## src/rtl/lsu_pkg.sv

```systemverilog
package lsu_pkg;

  typedef enum logic [1:0] {
    SZ_BYTE = 2'd0,
    SZ_HALF = 2'd1,
    SZ_WORD = 2'd2,
    SZ_DBL  = 2'd3
  } acc_size_e;

  typedef enum logic [1:0] {
    ST_IDLE  = 2'd0,
    ST_ISSUE = 2'd1,
    ST_WAIT  = 2'd2,
    ST_RESP  = 2'd3
  } seq_state_e;

endpackage

```

## src/rtl/lsu_lane_map.sv

```systemverilog
module lsu_lane_map
  import lsu_pkg::*;
#(
  parameter int XLEN = 64
) (
  input  logic [$clog2(XLEN/8)-1:0] off,
  input  acc_size_e                 size,
  input  logic [XLEN-1:0]           wdata,
  output logic [XLEN/8-1:0]         be_lo,
  output logic [XLEN/8-1:0]         be_hi,
  output logic [XLEN-1:0]           wd_lo,
  output logic [XLEN-1:0]           wd_hi,
  output logic                      split
);
  localparam int NB    = XLEN / 8;
  localparam int OFF_W = $clog2(NB);

  logic [OFF_W:0]     nbytes;
  logic [2*NB-1:0]    base_mask;
  logic [2*NB-1:0]    wide_mask;
  logic [2*XLEN-1:0]  wide_data;

  assign nbytes = (OFF_W+1)'(1) << size;

  // one enable per byte of the access, before shifting onto lanes
  for (genvar g = 0; g < 2*NB; g++) begin : g_base
    assign base_mask[g] = (g < int'(nbytes));
  end

  assign wide_mask = base_mask << off;
  assign wide_data = {{XLEN{1'b0}}, wdata} << {off, 3'b000};

  assign be_lo = wide_mask[NB-1:0];
  assign be_hi = wide_mask[2*NB-1:NB];
  assign wd_lo = wide_data[XLEN-1:0];
  assign wd_hi = wide_data[2*XLEN-1:XLEN];
  assign split = |be_hi;

endmodule

```

## src/rtl/lsu_load_ext.sv

```systemverilog
module lsu_load_ext
  import lsu_pkg::*;
#(
  parameter int XLEN = 64
) (
  input  logic [2*XLEN-1:0]         raw,
  input  logic [$clog2(XLEN/8)-1:0] off,
  input  acc_size_e                 size,
  input  logic                      uns,
  output logic [XLEN-1:0]           result
);
  localparam int NB    = XLEN / 8;
  localparam int OFF_W = $clog2(NB);

  logic [XLEN-1:0] low;
  logic [OFF_W:0]  nbytes;
  logic            sign_bit;
  logic            fill;

  assign low    = XLEN'(raw >> {off, 3'b000});
  assign nbytes = (OFF_W+1)'(1) << size;

  always_comb begin
    case (size)
      SZ_BYTE: sign_bit = low[7];
      SZ_HALF: sign_bit = low[15];
      SZ_WORD: sign_bit = low[31];
      default: sign_bit = 1'b0;
    endcase
  end

  assign fill = sign_bit & ~uns;

  for (genvar g = 0; g < NB; g++) begin : g_lane
    assign result[8*g +: 8] = ((OFF_W+1)'(g) < nbytes) ? low[8*g +: 8] : {8{fill}};
  end

endmodule

```

## src/rtl/lsu_beat_ctrl.sv

```systemverilog
module lsu_beat_ctrl
  import lsu_pkg::*;
(
  input  logic clk,
  input  logic rst,
  input  logic req_fire,
  input  logic split,
  input  logic mem_accept,
  input  logic mem_rvalid,
  input  logic rsp_fire,
  output logic idle,
  output logic first_ret,
  output logic last_ret,
  output logic beat_q
);
  seq_state_e st_q;
  logic       in_wait;

  assign idle      = (st_q == ST_IDLE);
  assign in_wait   = (st_q == ST_WAIT) && mem_rvalid;
  assign first_ret = in_wait && split && !beat_q;
  assign last_ret  = in_wait && !(split && !beat_q);

  always_ff @(posedge clk) begin
    if (rst) begin
      st_q   <= ST_IDLE;
      beat_q <= 1'b0;
    end else begin
      case (st_q)
        ST_IDLE:  if (req_fire) st_q <= ST_ISSUE;
        ST_ISSUE: if (mem_accept) st_q <= ST_WAIT;
        ST_WAIT: begin
          if (first_ret) begin
            st_q   <= ST_ISSUE;
            beat_q <= 1'b1;
          end else if (last_ret) begin
            st_q <= ST_RESP;
          end
        end
        default: if (rsp_fire) begin
          st_q   <= ST_IDLE;
          beat_q <= 1'b0;
        end
      endcase
    end
  end

  // a second beat exists only for a split access
  a_r4_second_beat_split: assert property (@(posedge clk) disable iff (rst)
    beat_q |-> split);

  // the final return hands over to the response, not another beat
  a_r8_last_to_resp: assert property (@(posedge clk) disable iff (rst)
    last_ret |=> !idle && !(mem_rvalid && first_ret));

endmodule

```

## src/rtl/lsu_align.sv

```systemverilog
module lsu_align
  import lsu_pkg::*;
#(
  parameter int XLEN   = 64,
  parameter int ADDR_W = 32
) (
  input  logic              clk,
  input  logic              rst,
  input  logic              req_valid,
  output logic              req_ready,
  input  logic              req_write,
  input  logic [1:0]        req_size,
  input  logic              req_unsigned,
  input  logic [ADDR_W-1:0] req_addr,
  input  logic [XLEN-1:0]   req_wdata,
  output logic              mem_valid,
  input  logic              mem_ready,
  output logic              mem_write,
  output logic [ADDR_W-1:0] mem_addr,
  output logic [XLEN/8-1:0] mem_be,
  output logic [XLEN-1:0]   mem_wdata,
  input  logic              mem_rvalid,
  input  logic [XLEN-1:0]   mem_rdata,
  output logic              rsp_valid,
  input  logic              rsp_ready,
  output logic [XLEN-1:0]   rsp_data
);
  localparam int NB    = XLEN / 8;
  localparam int OFF_W = $clog2(NB);

  logic             idle, first_ret, last_ret, beat_q;
  logic             req_fire, mem_accept, rsp_fire;
  logic [NB-1:0]    be_lo, be_hi;
  logic [XLEN-1:0]  wd_lo, wd_hi;
  logic             split_now;
  logic [XLEN-1:0]  ext_result;
  logic [2*XLEN-1:0] ld_raw;

  logic              r_write, r_uns, r_split;
  acc_size_e         r_size;
  logic [OFF_W-1:0]  r_off;
  logic [ADDR_W-1:0] r_base;
  logic [NB-1:0]     r_be_hi;
  logic [XLEN-1:0]   r_wd_hi;
  logic [XLEN-1:0]   r_lo_data;

  assign req_ready  = idle;
  assign req_fire   = req_valid && idle;
  assign mem_accept = mem_valid && mem_ready;
  assign rsp_fire   = rsp_valid && rsp_ready;

  lsu_lane_map #(.XLEN(XLEN)) u_lane_map (
    .off   (req_addr[OFF_W-1:0]),
    .size  (acc_size_e'(req_size)),
    .wdata (req_wdata),
    .be_lo (be_lo),
    .be_hi (be_hi),
    .wd_lo (wd_lo),
    .wd_hi (wd_hi),
    .split (split_now)
  );

  lsu_beat_ctrl u_ctrl (
    .clk        (clk),
    .rst        (rst),
    .req_fire   (req_fire),
    .split      (r_split),
    .mem_accept (mem_accept),
    .mem_rvalid (mem_rvalid),
    .rsp_fire   (rsp_fire),
    .idle       (idle),
    .first_ret  (first_ret),
    .last_ret   (last_ret),
    .beat_q     (beat_q)
  );

  assign ld_raw = r_split ? {mem_rdata, r_lo_data} : {{XLEN{1'b0}}, mem_rdata};

  lsu_load_ext #(.XLEN(XLEN)) u_load_ext (
    .raw    (ld_raw),
    .off    (r_off),
    .size   (r_size),
    .uns    (r_uns),
    .result (ext_result)
  );

  // request latch: fields needed after the first beat
  always_ff @(posedge clk) begin
    if (rst) begin
      r_write <= 1'b0;
      r_uns   <= 1'b0;
      r_split <= 1'b0;
      r_size  <= SZ_BYTE;
      r_off   <= '0;
      r_base  <= '0;
      r_be_hi <= '0;
      r_wd_hi <= '0;
    end else if (req_fire) begin
      r_write <= req_write;
      r_uns   <= req_unsigned;
      r_split <= split_now;
      r_size  <= acc_size_e'(req_size);
      r_off   <= req_addr[OFF_W-1:0];
      r_base  <= {req_addr[ADDR_W-1:OFF_W], {OFF_W{1'b0}}};
      r_be_hi <= be_hi;
      r_wd_hi <= wd_hi;
    end
  end

  // lower-doubleword holding register for split loads
  always_ff @(posedge clk) begin
    if (rst) r_lo_data <= '0;
    else if (first_ret) r_lo_data <= mem_rdata;
  end

  // memory beat port
  always_ff @(posedge clk) begin
    if (rst) begin
      mem_valid <= 1'b0;
      mem_write <= 1'b0;
      mem_addr  <= '0;
      mem_be    <= '0;
      mem_wdata <= '0;
    end else if (req_fire) begin
      mem_valid <= 1'b1;
      mem_write <= req_write;
      mem_addr  <= {req_addr[ADDR_W-1:OFF_W], {OFF_W{1'b0}}};
      mem_be    <= be_lo;
      mem_wdata <= wd_lo;
    end else if (first_ret) begin
      mem_valid <= 1'b1;
      mem_addr  <= r_base + ADDR_W'(NB);
      mem_be    <= r_be_hi;
      mem_wdata <= r_wd_hi;
    end else if (mem_accept) begin
      mem_valid <= 1'b0;
    end
  end

  // response port
  always_ff @(posedge clk) begin
    if (rst) begin
      rsp_valid <= 1'b0;
      rsp_data  <= '0;
    end else if (last_ret) begin
      rsp_valid <= 1'b1;
      rsp_data  <= r_write ? '0 : ext_result;
    end else if (rsp_fire) begin
      rsp_valid <= 1'b0;
    end
  end

  a_r1_reset_quiet: assert property (@(posedge clk)
    rst |=> req_ready && !mem_valid && !rsp_valid);

  a_r2_beat_aligned: assert property (@(posedge clk) disable iff (rst)
    mem_valid |-> (mem_addr[OFF_W-1:0] == '0));

  a_r3_lanes_enabled: assert property (@(posedge clk) disable iff (rst)
    mem_valid |-> (mem_be != '0));

  // the spill-over beat always begins at lane 0
  a_r4_second_from_lane0: assert property (@(posedge clk) disable iff (rst)
    (mem_valid && beat_q) |-> mem_be[0]);

  a_r8_no_rsp_with_beat: assert property (@(posedge clk) disable iff (rst)
    rsp_valid |-> !mem_valid);

  a_r9_one_outstanding: assert property (@(posedge clk) disable iff (rst)
    (mem_valid || rsp_valid) |-> !req_ready);

  a_r10_beat_held: assert property (@(posedge clk) disable iff (rst)
    (mem_valid && !mem_ready) |=> mem_valid && $stable(mem_addr) && $stable(mem_be)
      && $stable(mem_wdata) && $stable(mem_write));

  a_r10_rsp_held: assert property (@(posedge clk) disable iff (rst)
    (rsp_valid && !rsp_ready) |=> rsp_valid && $stable(rsp_data));

endmodule

```

## config.mk

```make
export PLATFORM = sky130hd
export DESIGN_NAME = lsu_align
export DESIGN_NICKNAME = d
export VERILOG_FILES = /design/src/rtl/lsu_pkg.sv /design/src/rtl/lsu_lane_map.sv /design/src/rtl/lsu_load_ext.sv /design/src/rtl/lsu_beat_ctrl.sv /design/src/rtl/lsu_align.sv
export SDC_FILE = /design/constraint.sdc
export NUM_CORES = 1
export LEC_CHECK = 0
export ABC_AREA = 1
export BUFFER_PORTS_ARGS = -buffer_cell sky130_fd_sc_hd__buf_4
export CAP_MARGIN = 20
export CORE_MARGIN = 1
export CORE_UTILIZATION = 30
export CTS_BUF_LIST = sky130_fd_sc_hd__clkbuf_8 sky130_fd_sc_hd__clkbuf_16
export CTS_CLUSTER_SIZE = 20
export DETAILED_ROUTE_END_ITERATION = 10
export PLACE_DENSITY = 0.55
export RECOVER_POWER = 100
export SYNTH_ARGS = -nofsm -noshare
export SYNTH_HDL_FRONTEND = slang
export SYNTH_HIERARCHICAL = 1
export SYNTH_SLANG_ARGS = --single-unit
```

## constraint.sdc

```tcl
create_clock -name clk -period 2.9 [get_ports clk]
set_input_delay 0.145 -clock clk [delete_from_list [all_inputs] [get_ports clk]]
set_output_delay 0.145 -clock clk [all_outputs]
set_load 0.02 [all_outputs]
```

; Word-level counts from Yosys, hierarchy flattened
; Cells that the tools add are included.
; W data, S select, Z words.
[totals]
ff_bits = 346
latch_bits = 0
ram_bits = 0
romBits = 0
in_bits = 170
out_inout_bits = 172
elab_cells = 110
memories = 0
[op_classes]
addsub = 1
mul = 0
div = 0
n_lt_le_gt_ge = 23
n_eq_ne = 8
shift = 5
muxes = 30
bitwise_logic = 3
n_reduce_logical = 22
[op_table]
columns = op, n
row1 = $mux W64, 3
row2 = $mux W128, 1
row3 = $shl A64 B6 Y128, 1
row4 = $shr A128 B6 Y64, 1
row5 = $mux W8, 10
row6 = $mux W32, 2
row7 = $add A32 B4 Y32 const B, 1
row8 = $lt A3 B4 Y1 const A, 8
row9 = $lt A4 B4 Y1 const A, 7
row10 = $lt A1 B4 Y1 const A, 4
row11 = $lt A2 B4 Y1 const A, 4
row12 = $shl A15 B3 Y16, 1
row13 = $mux W2, 5
row14 = $logic_and A1 B1 Y1, 8
row15 = $reduce_or A8 Y1, 1
row16 = $shl A1 B2 Y4 const A, 2
row17 = $mux W1, 6
row18 = $pmux W2 S3, 1
row19 = $reduce_bool A2 Y1, 3
row20 = $eq A2 B1 Y1 const B, 2
row21 = $eq A2 B2 Y1 const B, 2
row22 = $logic_not A2 Y1, 2
row23 = $ne A2 B2 Y1 const B, 2
row24 = $reduce_and A4 Y1, 1
row25 = other kinds (11), 14

; Longest topological paths before layout
[depth]
ltp_word = 7
ltp_mapped = 16
depth_no_buf = 12

; Modules after synthesis
; Netlist, hierarchy kept.
[by_module_without_submodules]
columns = module, n_inst, cells_each, area_per_inst_um2, seq_area_each_um2
row1 = lsu_align, 1, 2234, 14980.6, 6806.5
row2 = lsu_load_ext, 1, 721, 3422.0, 0.0
row3 = lsu_lane_map, 1, 676, 2984.1, 0.0
row4 = lsu_beat_ctrl, 1, 47, 295.3, 60.1

; Worst setup path after synthesis
; No wires, ideal clock.
[synth_timing]
kind = register to register
startpoint = reg r_split
endpoint = reg rsp_data[21]
arrival_time_ps = 2065
path_slack_ps = 765
stages_incl_launch_ff = 17
synth_period_minus_slack_ps = 2135
path_cell_list = dfxtp_1 buf_2 buf_2 buf_2 nand2_1 o21ai_0 nand2_1 nand3_1 nand3_1 nand2_2 nand2_2 nand3_4 nand3_4 buf_6 nand2_1 nand2_1 a21oi_1
[synth_between]
elab_chain_cells = 6
[synth_rtl]
columns = element, line
row1 = start: declaration, lsu_align.sv:39  ; logic r_write, r_uns, r_split;
row2 = start signal: assignment, lsu_align.sv:101  ; r_split <= split_now;
row3 = $mux W128, lsu_align.sv:77  ; assign ld_raw = r_split ? {mem_rdata, r_lo_data} : {{XLEN{1'b0}}, mem_rdata};
row4 = net ld_raw[63], lsu_align.sv:37  ; logic [2*XLEN-1:0] ld_raw;
row5 = $shr A128 B6 Y64, lsu_load_ext.sv:20  ; assign low = XLEN'(raw >> {off, 3'b000});
row6 = $pmux W1 S3, lsu_load_ext.sv:24  ; case (size)
row7 = $and A1 B1 Y1, lsu_load_ext.sv:32  ; assign fill = sign_bit & ~uns;
row8 = $mux W8, lsu_load_ext.sv:35  ; assign result[8*g +: 8] = ((OFF_W+1)'(g) < nbytes) ? low[8*g +: 8] : {8{fill}};
row9 = net ext_result[21], lsu_align.sv:36  ; logic [XLEN-1:0] ext_result;
row10 = $mux W64, lsu_align.sv:147  ; rsp_data <= r_write ? '0 : ext_result;
row11 = end signal: assignment, lsu_align.sv:147
row12 = end: declaration, lsu_align.sv:26  ; output logic [XLEN-1:0] rsp_data
; The timed path passes the listed nets, and every way through them passes these cells.
; A chain may end at the register's enable or synchronous reset.

; Worst setup path after layout
[layout_timing]
startpoint = reg r_split
endpoint = reg rsp_data[10]
[layout_lines]
columns = element, line
row1 = $mux W128, lsu_align.sv:77
row2 = net ld_raw[10], lsu_align.sv:37
row3 = $shr A128 B6 Y64, lsu_load_ext.sv:20
row4 = $mux W8, lsu_load_ext.sv:35
row5 = net ext_result[10], lsu_align.sv:36
row6 = $mux W64, lsu_align.sv:147
; The timed path passes the listed nets, and every way through them passes these cells.

==> reports/results.tsv <==
stage	metric	value	unit
floorplan	io-pin-count	342	
sta	hold_viol	0	
critical_path	worstRegToRegCells	9	
clocking	clock_latency	0.59	ns
critical_path	cp_num_buf_inv	2	
critical_path	critPathMaxStageDelay	0.68	ns
clocking	clkSinkCount	343	
synthesis	synth_cells	3662	
clocking	cts_made_buffers	42	
power	peakVddDrop	437	µV
sta	finalSetupViolCount	0	
sta	finalMaxSlewViolations	0	
finish	antenna_cells	0	
synthesis	syn_area	21600	µm²
clocking	root_buffer	clkbuf_16	
global_route	grt-ovfl-total	0	
route	antenna_left	0	
critical_path	critPathTopFamily	compound AO/OA/AOI/OAI gates	
power	pwr_density_cell	730	nW/µm²
finish	syn_to_final_growth	23.1	%
floorplan	num_rows	98	
critical_path	endpoint_kind	register	
finish	nets	4145	
hold_path	whs_path_depth	5	
global_route	antenna_found_initial	2	
sta	fmax	0.380	GHz
sta	relSlewSlack	26.1	%
sta	rsz0062_at_grt	false	
power	p_int	0.0111	W
hold_path	hp-class	in2reg	
route	via_count	24400	
power	p_total	0.0194	W
route	firstDrtPassIters	7	
route	wirelength	89600	µm
route	drc	0	
power	switching_share	42.9	%
global_route	grt.total_usage	23.8	%
sta	min_period	2.63	ns
sta	fin_hold_ws	0.0333	ns
sta	tightest_slew	1.11	ns
critical_path	worst-setup-path-type	reg2reg	
route	first_iter_violations	2161	
power	leakagePower	12.6	nW
power	p_sw	0.00834	W
floorplan	initial_core_util	30.3	%
finish	fillers	8042	
sta	finalSetupTns	0	ns
critical_path	path_cells	clkbuf_2, o21ai_0, nand2_1, a21oi_1, o31ai_1, buf_4, nand2_1, nand2_1, a21oi_1	
sta	finClkSkew	0.0333	ns
power	pwr-share-seq	30.4	%
place	portBuffers	338	
clocking	htreeDepth	2	
finish	fin_cells	4951	
critical_path	cp_num_cells	9	
clocking	cts_resized	0	
floorplan	die_w	270	µm
critical_path	crit_fanout	52	
floorplan	die_h	270	µm
place	dp.cells	4770	
global_route	grt_pass1_vias	22500	
clocking	cts_tree	yes	
run_status	status	completed	
route	routed_via_density	4.92	
critical_path	start_kind	register	
finish	drive_gt1_share	9.92	%
critical_path	arrival	3.04	ns
clocking	ctsHoldBuffers	107	
synthesis	yosysWarnings	6	
floorplan	core_area	71400	µm²
place	dp_hpwl	65300	µm
finish	seqCellArea	6880	µm²
route	wl_per_cell	18.1	µm
synthesis	syn_avg_cell_area	5.90	µm²
job	max_cap_violations	0	
critical_path	worst_path_most_repeated_cell	nand2_1	
clocking	cts_setup_buffers	0	
clocking	clock_path_buffers	3	
global_route	grt_max_degree	169	
place	gp_congestion	0.928	
power	p_clk_share	28.3	%
floorplan	dieArea	73200	µm²
sta	final.period_utilization	90.7	%
critical_path	crit_slowest_cell	dfxtp_4	
power	power_frac_comb	41.3	%
critical_path	worstPathRequired	3.31	ns
clocking	clk_pin_slew	0.06	ns
finish	multi_input_area	12100	µm²
global_route	grt_pass1_wl	136000	µm
==> path summary, 6_finish.rpt <==
kind	start	end	slack (ns)
worst min register to register	rsp_data[50]	rsp_data[50]	0.46
worst max-delay path	r_split	rsp_data[10]	0.27
worst min-delay path	req_addr[6]	mem_addr[6]	0.03
worst max register to register	r_split	rsp_data[10]	0.27
==> worst register-to-register path: stages (launching register included) <==
cell      delay (ns)
dfxtp_4         0.68
clkbuf_2        0.43
o21ai_0         0.33
nand2_1         0.15
a21oi_1         0.07
o31ai_1         0.43
buf_4           0.20
nand2_1         0.05
nand2_1         0.08
a21oi_1         0.05
==> through the flow <==
stage / area [µm²] / util, % / setup slack [ns]
final: 26600 / 37.3 / 0.270
after global routing: 26600 / 37.3 / 0.0292
after CTS: 27300 / 38.3 / 0.242
after detailed placement: 24800 / 34.8 / 0.265
after global placement: 24800 / 34.8 / 0.258
after floorplan: 21700 / - / 0.776
==> per-layer routing <==
layer  part of all wire, %  global-route usage [%]
met1                    42                    29.6
met2                    48                    41.3
met3                   5.2                    2.57
met4                   4.7                    10.2
met5                 0.025                       0
==> state kept, by name (all words and copies together), names as in the netlist, 2 cells and up <==
name	count
r_base	29
u_ctrl/st_q	2
r_be_hi	8
r_wd_hi	64
mem_be	8
rsp_data	64
mem_addr	29
mem_wdata	64
r_off	3
r_size	2
r_lo_data	64
==> layout make-up <==
| type | count | share of cell area (%) |
|---|---|---|
| flip-flops and latches | 343 | 25.8 |
| repair buffers | 530 | 14.2 |
| clock buffers | 57 | 4.77 |
| inverters | 325 | 4.64 |
| multi-input cells | 2729 | 45.5 |
| well taps | 950 | 4.47 |
| clock inverters | 17 | 0.592 |
==> power groups by stage <==
stage          combinational, W  clock [W]  sequential [W]
6_report                0.00802    0.00550         0.00591
5_1_grt                 0.00885    0.00581         0.00599
4_1_cts                 0.00835    0.00563         0.00592
3_5_place_dp            0.00821          0         0.00601
3_3_place_gp            0.00821          0         0.00601
2_1_floorplan           0.00515          0         0.00619
==> placed cells by master, fill, tap and decap left out, types with 7 or more instances in the layout <==
master and instances:
a31oi_1 8, o21ai_1 35, dlygate4sd3_1 107, nor2_4 8
nor3_1 13, o211ai_1 27, clkbuf_1 171, buf_12 15
buf_4 228, clkbuf_16 43, a21oi_1 294, nand3b_1 7
nand4_1 13, nand2_1 1357, nand2_2 11, or2_2 23
inv_1 316, o21ai_0 287, nor2_1 200, conb_1 12
o21bai_1 9, nand3_1 377, clkbuf_8 14, dfxtp_1 339
Power figures use the tool's default switching activity.
